## src/rtl/pcm_slot_port.sv

```systemverilog
module pcm_slot_port #(
  parameter int FRAME = 256
) (
  input  logic       bclk,
  input  logic       rst_n,
  input  logic       frame_sync,
  input  logic [1:0] fmt,
  input  logic [7:0] tx_word,
  input  logic       ser_in,
  output logic       ser_out,
  output logic       ser_out_en,
  output logic [7:0] rx_word,
  output logic       rx_valid
);
  localparam int PW = $clog2(FRAME);
  localparam logic [PW-1:0] LAST = PW'(FRAME - 1);
  localparam logic [PW-1:0] SLOT = PW'(8);

  function automatic logic [7:0] mask_of(input logic [1:0] f);
    case (f)
      2'd1:    mask_of = 8'h7F;
      2'd2:    mask_of = 8'h55;
      default: mask_of = 8'h00;
    endcase
  endfunction

  logic [PW-1:0] pos, nxt;
  logic          synced;
  logic [1:0]    fmt_q;
  logic [7:0]    tx_q, rx_sh, tx_enc;

  assign nxt    = (pos == LAST) ? '0 : pos + 1'b1;
  assign tx_enc = tx_word ^ mask_of(fmt);

  always_ff @(posedge bclk or negedge rst_n) begin
    if (!rst_n) begin
      pos        <= '0;
      synced     <= 1'b0;
      fmt_q      <= 2'd0;
      tx_q       <= 8'h00;
      ser_out    <= 1'b0;
      ser_out_en <= 1'b0;
      rx_word    <= 8'h00;
      rx_valid   <= 1'b0;
    end else begin
      rx_valid <= 1'b0;
      if (synced && pos == SLOT - 1'b1) begin
        rx_word  <= rx_sh ^ mask_of(fmt_q);
        rx_valid <= 1'b1;
      end
      if (frame_sync) begin
        synced     <= 1'b1;
        pos        <= '0;
        fmt_q      <= fmt;
        tx_q       <= tx_enc;
        ser_out    <= tx_enc[7];
        ser_out_en <= 1'b1;
      end else if (synced) begin
        pos <= nxt;
        if (nxt < SLOT) begin
          ser_out    <= tx_q[3'd7 - nxt[2:0]];
          ser_out_en <= 1'b1;
        end else begin
          ser_out    <= 1'b0;
          ser_out_en <= 1'b0;
        end
      end
    end
  end

  always_ff @(negedge bclk or negedge rst_n) begin
    if (!rst_n)
      rx_sh <= 8'h00;
    else if (synced && pos < SLOT)
      rx_sh <= {rx_sh[6:0], ser_in};
  end


  slot_enable_chk: assert property (@(posedge bclk) disable iff (!rst_n)
    ser_out_en |-> (synced && pos < SLOT));


  sync_start_chk: assert property (@(posedge bclk) disable iff (!rst_n)
    frame_sync |=> (ser_out_en && pos == '0 && ser_out == $past(tx_word[7])));


  valid_pulse_chk: assert property (@(posedge bclk) disable iff (!rst_n)
    rx_valid |=> !rx_valid);


  rx_hold_chk: assert property (@(posedge bclk) disable iff (!rst_n)
    !rx_valid |-> $stable(rx_word));


  presync_quiet_chk: assert property (@(posedge bclk) disable iff (!rst_n)
    !synced |-> (!ser_out_en && !rx_valid && !ser_out));
endmodule

```

## config.mk

```make
export PLATFORM = sky130hd
export DESIGN_NAME = pcm_slot_port
export DESIGN_NICKNAME = d
export VERILOG_FILES = /design/src/rtl/pcm_slot_port.sv
export SDC_FILE = /design/constraint.sdc
export NUM_CORES = 1
export LEC_CHECK = 0
export ABC_AREA = 1
export CAP_MARGIN = 20
export CORE_MARGIN = 2
export CORE_UTILIZATION = 49
export CTS_CLUSTER_DIAMETER = 30
export CTS_CLUSTER_SIZE = 16
export DETAILED_ROUTE_END_ITERATION = 8
export DONT_BUFFER_PORTS = 1
export GPL_ROUTABILITY_DRIVEN = 1
export GPL_TIMING_DRIVEN = 0
export PLACE_DENSITY_LB_ADDON = 0.3
export SLEW_MARGIN = 15
export SYNTH_ARGS = -nofsm -noshare
export SYNTH_HDL_FRONTEND = slang
export SYNTH_SLANG_ARGS = --single-unit
```

## constraint.sdc

```tcl
create_clock -name bclk -period 1.91 [get_ports bclk]
set_input_delay 0.191 -clock bclk [delete_from_list [all_inputs] [get_ports bclk]]
set_output_delay 0.191 -clock bclk [all_outputs]
set_load 0.1 [all_outputs]
```

==> results, run 1 <==
- The run finished, with violations left.
- The checks that failed: negative setup slack.
- Counting tap cells, the placed design contains a total of 254 instances.
- Summed over all nets, the half-perimeter wirelength after detailed placement is 2472 um.
- The length of routed met3 wiring is 227 um.
- In this run the mean area of a mapped cell was 9.014 sq um.
- The critical path is of the flip-flop to flip-flop type.
- The proportion of total power due to net switching is 0.3531.
- Data on the critical path arrives at its endpoint at 1340 ps.
- The detailed router put a total of 1561 um of wire on met1.
- The most frequent standard cell in the layout excluding fill and tap cells is sky130_fd_sc_hd__nand2_1.
- The post-synth net total is 223.
- The first global-routing pass estimated 6313 um of wire.
- TritonCTS built the clock tree.
- 25 I/O pins were placed.
- The die is 65.56 um wide.
- The number of clock buffers inserted by TritonCTS is 5.
- Dividing the detail-routed via count by the number of cells gives 5.120.
- The number of global-route vias before repair is 1416.
- The worst hold path passes through 2 cells.
- The number of enable-type register cells in the synthesized netlist is 0.
- The die is 65.56 um tall.
- The worst setup path is launched from a flip-flop.
- Dividing the detail-routed wire length by the instance count gives 13.11 um.
- Of the total power, combinational logic draws 0.114.
- After detailed routing, the met2 layer carries 1737 um of wire.
- The residual DRC count is 0.
- The global placer's final weighted congestion is 0.8300.
- The final worst slack is -242.7 ps.
- The number of setup violations in the final report is 8.
- The minimum setup slack after placement is -542.6 ps.
- The share of total power dissipated in sequential elements is 0.587.
- The count of maximum capacitance violations is 0.
- During synthesis, Yosys emitted a total of 0 warnings.
- The total length of routed wires is 3604 um.
- The slowest cell on the critical path is sky130_fd_sc_hd__dfrtp_1.
- For this run, the post-layout net count is 243.
- The share of the Yosys chip area taken by registers is 0.5121.
- The most used flip-flop cell after synthesis is sky130_fd_sc_hd__dfrtp_1.
- The placeable core area is 3661 sq um.
- The violation count after the first detailed-route iteration is 72.
- The worst-margin pin slew is 930.7 ps.
- In this run, synthesis produced a sequential element count of 38.
- Once detail routing completed, the nets flagged for antenna violations numbered 0.
- After clock tree synthesis, the clock-pin slew on the worst setup and hold paths is 70 ps.
- For this run the aggregate overflow at the end of global routing stands at 0.
- The depth of the CTS H-tree is 2.
- The number of buffers between clock root and the deepest sink is 2.
- The relative contribution of the clock network to total power is 0.299.
- The depth of the most critical reg-to-reg path is 6.
- The multi-input logic area is 833.3 sq um.
- The cell-internal power is 1320 uW.
- The normalized max-slew margin is 0.3795.
- The highest ir drop seen on vdd is 0.0004758 V.
- The initial utilization of the core area, before any placement, comes to 0.5072.
- The number of iterations in the first detailed-routing pass is 4.
- The repair_antennas step left the layout with diodes totalling 0.
- The distinct cell type count of the synthesized netlist is 27.
- The fraction of registers with async set or reset after synthesis is 1.000.
- Across every metal layer, demand over resource in global routing totals 0.1991.
- The number of buffers and inverters on the critical path is 2.
- The critical path crosses 6 cells after its start point.
- The vias after detailed routing is 1408.
- The number of standard-cell rows in the floorplan is 22.
- The final standard cell count with taps included and fillers excluded is 275.
- After synthesis the cells add up to 1857 sq um.
- The number of antenna violations at the first check in global routing is 0.
- Grouping stages by cell kind, the critical path spends the most delay in simple AND/OR/NAND/NOR gates.
- The share of final-layout standard cells stronger than drive strength 1 is 0.2159.
- STA puts the critical path data required time at 1100 ps.
- The number of buffer cells added on primary ports is 0.
- The highest layer used for signal routing is met4.
- The area taken by flip-flops and latches is 950.9 sq um.
- The post-synthesis cell count is 206.
- The clock reaches the later pin of the worst-skew pair after 290 ps.
- Summed over all cells, the static leakage comes to 0.001063 uW.
- The kind of capture point of the worst setup path is a flip-flop.
- The power dissipated by switching net loads is 720.6 uW.
- Leaving out fill and tap cells, the most frequent cells in the layout are 59 x sky130_fd_sc_hd__nand2_1, 30 x sky130_fd_sc_hd__dfrtp_1, 16 x sky130_fd_sc_hd__nand3_1.
- Power spread over the standard cell area amounts to 947.2 nW/um^2.
- The type of the tightest min-delay check is input pin to flip-flop.
- For this design, the sink count on the clock tree is 38.
- In this design, the stage delay of the slowest critical-path cell is 400 ps.
- The final hold violation count is 0.
- The filler cell count is 342.
- Setup repair after global routing could not meet its margin everywhere.
- Between clock sinks in the finished design, the worst skew comes to 7.858 ps.
- The area growth from synthesis to layout is 16.04%.
- The signal on the critical path passes through inv_2, nand4_4, nor3_4, inv_2, nand2_1, nand2_1.
- Along the worst path, the maximum fanout reaches 8.
- The die outline area is 4297 sq um.
- Entering global routing, the biggest net connects 31 pins.
- The final-report max-slew violation count came to 0.
- The clock root buffer master is sky130_fd_sc_hd__clkbuf_8.
-- worst paths after layout --
kind                            startpoint        to  slack, ps
worst max register to register      pos[5]  rx_sh[7]       -240
max in group asynchronous            rst_n  rx_sh[5]       1370
worst min register to register    rx_sh[7]  rx_sh[7]        450
min in group asynchronous            rst_n    pos[1]        330
worst max-delay path                pos[5]  rx_sh[7]       -240
worst min-delay path            frame_sync  fmt_q[0]         20
-- power groups by stage --
stage / Clock, uW / Combinational (uW) / Sequential (uW)
2_1_floorplan: 0 / 179 / 1200
3_3_place_gp: 0 / 204 / 1210
3_5_place_dp: 0 / 210 / 1210
4_1_cts: 619 / 234 / 1200
5_1_grt: 660 / 268 / 1210
6_report: 611 / 232 / 1200
-- stage by stage --
step,hold WS (ps),power (uW),TNS [ps],utilization,area [sq um]
6_report,17.58,2041,-1834,0.5885,2155
5_1_grt,31.33,2138,-2481,0.5885,2155
4_1_cts,14.14,2051,-2049,0.5872,2150
3_5_place_dp,-103.7,1425,-4127,0.5260,1926
3_3_place_gp,-104.0,1414,-3900,0.5260,1926
2_1_floorplan,-104.6,1376,-2553,-,1866
-- cells in the mapped netlist (2+ instances only) --
library cell	n	share of area
sky130_fd_sc_hd__nand3_1	16	0.043
sky130_fd_sc_hd__xnor2_1	6	0.028
sky130_fd_sc_hd__nor2_2	3	0.010
sky130_fd_sc_hd__inv_1	15	0.030
sky130_fd_sc_hd__nand2_4	2	0.012
sky130_fd_sc_hd__ha_1	3	0.020
sky130_fd_sc_hd__o21ai_2	7	0.033
sky130_fd_sc_hd__nand2_1	61	0.12
sky130_fd_sc_hd__inv_2	4	0.0081
sky130_fd_sc_hd__nand3_2	2	0.011
sky130_fd_sc_hd__o21ai_0	15	0.040
sky130_fd_sc_hd__dfrtp_1	30	0.40
sky130_fd_sc_hd__nor2_1	6	0.012
sky130_fd_sc_hd__dfrtn_1	8	0.11
sky130_fd_sc_hd__o22ai_1	5	0.017
sky130_fd_sc_hd__nand4_1	2	0.0067
sky130_fd_sc_hd__nand2_2	4	0.013
sky130_fd_sc_hd__xor2_1	8	0.038
-- cell type report --
class	count	area share
Buffer	2	0.006969
Clock buffer	8	0.04704
Inverter	20	0.03484
Timing Repair Buffer	13	0.05517
Sequential cell	38	0.4413
Tap cell	48	0.02787
Multi-Input combinational cell	146	0.3868
-- state kept, by name, indices dropped and copies added, names as in the netlist --
signal      flops
pos             8
rx_sh           8
rx_word         8
tx_q            8
fmt_q           2
rx_valid        1
ser_out         1
ser_out_en      1
synced          1
-- routing by layer --
| layer | track usage | vias up |
|---|---|---|
| met5 | 0 | - |
| met4 | 0.1042 | 0 |
| met3 | 0.05479 | 8 |
| met2 | 0.3202 | 35 |
| met1 | 0.2441 | 654 |
| li1 | - | 711 |
-- what timing repair did --
item / in CTS / in global routing
setup endpoints to repair: 8 / 8
gates resized for setup: 7 / 2
hold buffers: 3 / 0
endpoints found under the hold margin: 31 / 0
setup buffers: 10 / 0
pin swaps: 3 / 3
-- cells by family after synthesis --
family,after synthesis,share of synthesized area
flip-flops,38,0.5121
buffers and inverters,22,0.04851
XOR/XNOR,14,0.06604
adder cells (fa/ha/maj),3,0.02022
AO/OA/AOI/OAI,30,0.09973
AND/OR/NAND/NOR,99,0.2534
(Power assumes the default switching activity.)
==> run 2: changes to the inputs <==
PLACE_DENSITY = 0.67   (was unset)
PLACE_DENSITY_LB_ADDON = unset   (was 0.3)
==> run 2 against run 1 <==
The run still ends with negative setup slack left; die area stayed put; sequential power hardly changed; non-clock buffer count is 5 lower; via count hardly changed; clock power is 6.4% lower; total power is 2.2% lower; combinational power is 2% lower; utilization is 1.6 points lower; final cell count is 1.8% lower; sequential share of layout area is 1.2 points higher; largest cell class unchanged.
==> results, run 2 (same netlist as run 1, synthesis figures left out) <==
- The post-route antenna net violation count was 0 (unchanged).
- The normalized max-slew margin is 0.3903 (+0.01076).
- The via count normalized by instance count is 5.211 (+1.8%).
- The number of setup violations in the final report was 8 (unchanged).
- The count of boundary I/O pins is 25 (unchanged).
- The global-route track usage on met1 is 0.2427 (-0.001424).
- The final-report max-slew violation count is 0 (unchanged).
- The minimum setup slack after placement came to -529.2 ps (+13.48 ps).
- The met3 track demand over resource in global routing was 0.05822 (+0.003425).
- The share of final-layout standard cells stronger than drive strength 1 is 0.1982 (-0.01766).
- By startpoint and endpoint, the worst setup path is classified as flip-flop to flip-flop.
- The post-route standard cell area excluding fillers was 2096 sq um (-2.7%).
- The clock transition time at the flip-flop clock pins of the worst setup and hold paths is 80 ps (about the same).
- The final worst slack is -225.3 ps (+17.37 ps).
- The area taken by flip-flops and latches came to 950.9 sq um (unchanged).
- The sum of net half-perimeters after detailed placement came to 2540 um (+2.7%).
- Setup repair after global routing could not meet its margin everywhere.
- The sink count of the clock tree came to 38 (unchanged).
- The met2 track utilization from global routing is 0.3023 (-0.01786).
- The die extent in y was 65.56 um (unchanged).
- The most congested layer reported by global routing is met2.
- The highest ir drop seen on vdd is 0.0005211 V (+9.5%).
- The worst endpoint required time is 1100 ps (about the same).
- The filler cell count is 334 (-2.3%).
- The critical path startpoint category is a flip-flop.
- The path class of the tightest hold or removal check is input pin to flip-flop.
- The number of buffers between clock root and the deepest sink is 2 (unchanged).
- The number of antenna cells inserted is 0 (unchanged).
- The library cell used most frequently in the layout, excluding fill and tap cells, is sky130_fd_sc_hd__nand2_1.
- The placeable core area came to 3661 sq um (unchanged).
- The number of iterations in the first detailed-routing pass came to 4 (unchanged).
- The vias after detailed routing came to 1407 (-0.071%).
- The starting density of the core is 0.5072 (unchanged).
- The clock root buffer master is sky130_fd_sc_hd__clkbuf_8.
- The multi-input logic area was 824.5 sq um (-1.1%).
- The overall fraction of global-route tracks in use came to 0.1868 (-0.01231).
- The clock skew after layout was 8.330 ps (+0.4722 ps).
- The total power divided by cell area is 952.0 nW/um^2 (+0.51%).
- The post-route worst hold slack was 12.69 ps (-4.895 ps).
- The number of standard-cell rows in the floorplan is 22 (unchanged).
- The width of the chip came to 65.56 um (unchanged).
- The count of maximum capacitance violations is 0 (unchanged).
- The clock insertion delay at the later pin of the skew report was 290 ps (about the same).
- The worst-margin pin slew is 914.6 ps (-16.15 ps).
- The number of clock buffers inserted by TritonCTS is 5 (unchanged).
- The cell area after placement came to 1926 sq um (unchanged).
- The depth of the CTS H-tree came to 2 (unchanged).
- The area growth from synthesis to layout is 12.87%.
- The remaining global-route overflow was 0 (unchanged).
- The first-pass GRT wire length is 6127 um (-2.9%).
- The top cell types in the final layout, fill and taps aside, are 61 x sky130_fd_sc_hd__nand2_1, 30 x sky130_fd_sc_hd__dfrtp_1, 16 x sky130_fd_sc_hd__nand3_1.
- The number of antenna violations at the first check in global routing is 0 (unchanged).
- The final hold violation count came to 0 (unchanged).
- The final reports fail on negative setup slack.
- The routed length per instance is 12.97 um (-1.1%).
- The number of nets at the end of the flow was 238 (-2.1%).
- The flow ran to the end, but the final reports show violations.
- The die outline area came to 4297 sq um (unchanged).
- The number of global-route vias before repair is 1367 (-3.5%).
- The kind of capture point of the worst setup path is a flip-flop.
- The static power due to leakage is 0.001035 uW (-2.6%).
- The worst-path maximum fanout came to 8 (unchanged).
- The number of buffer cells added on primary ports came to 0 (unchanged).
- The arrival time reported for the critical path endpoint is 1320 ps (-20 ps).
- The violation count after the first detailed-route iteration is 75 (+4.2%).
- The TritonCTS clock tree is built.
- The total length of routed wires is 3501 um (-2.9%).
- The pin count of the biggest net entering global routing was 31 (unchanged).
- The residual DRC count is 0 (unchanged).
- The global placer's final weighted congestion came to 0.8451 (+1.8%).
==> run 2: final cells by class <==
type | count | area share
clock inverter | 2 | 0.005970
tap | 48 | 0.02866
multi-input combinational | 146 | 0.3934
inverter | 20 | 0.03582
timing repair buffer | 8 | 0.03582
buffer | 2 | 0.007164
sequential | 38 | 0.4537
clock buffer | 6 | 0.03940
==> run 2: worst paths after layout <==
| kind | startpoint | endpoint | slack [ps] | cells after the start |
|---|---|---|---|---|
| setup reg to reg | pos[4] | rx_sh[3] | -230 | 6 |
| min in group asynchronous | rst_n | pos[7] | 340 | 2 |
| max in group asynchronous | rst_n | rx_sh[3] | 1380 | 0 |
| hold / removal | frame_sync | fmt_q[1] | 10 | 1 |
| setup / recovery | pos[4] | rx_sh[3] | -230 | 6 |
| hold reg to reg | rx_sh[7] | rx_sh[7] | 430 | 2 |
==> run 2: power breakdown <==
| part | internal (uW) | switching (uW) |
|---|---|---|
| combinational | 100 | 127 |
| clock | 290 | 283 |
| sequential | 880 | 316 |
| total | 1270 | 726 |
==> run 2: metrics by stage <==
| step | instances | total power (uW) | util | TNS, ps |
|---|---|---|---|---|
| 2_1_floorplan | 206 | 1376 | - | -2553 |
| 3_3_place_gp | 254 | 1415 | 0.5260 | -3895 |
| 3_5_place_dp | 254 | 1424 | 0.5260 | -3955 |
| 4_1_cts | 270 | 2017 | 0.5725 | -2045 |
| 5_1_grt | 270 | 2096 | 0.5725 | -2305 |
| 6_report | 270 | 1995 | 0.5725 | -1726 |
==> run 2: routing by layer <==
| metal | part of all wire | up-vias |
|---|---|---|
| li1 | - | 707 |
| met1 | 0.45 | 663 |
| met2 | 0.49 | 33 |
| met3 | 0.053 | 4 |
| met4 | 0.0054 | 0 |
| met5 | 0 | - |
==> run 2: timing repair <==
action	CTS	global route
gates resized for setup	4	0
endpoints found under the hold margin	30	0
pin swaps	3	2
buffers inserted	6	0
setup endpoints to repair	8	8
hold buffers	2	0
==> run 2: critical path, stage by stage, from the launching register on <==
cell                      delay (ps)
sky130_fd_sc_hd__dfrtp_1         410
sky130_fd_sc_hd__inv_2            90
sky130_fd_sc_hd__nand4_4         110
sky130_fd_sc_hd__nor3_4          190
sky130_fd_sc_hd__inv_2           110
sky130_fd_sc_hd__nand2_1          80
sky130_fd_sc_hd__nand2_1          50
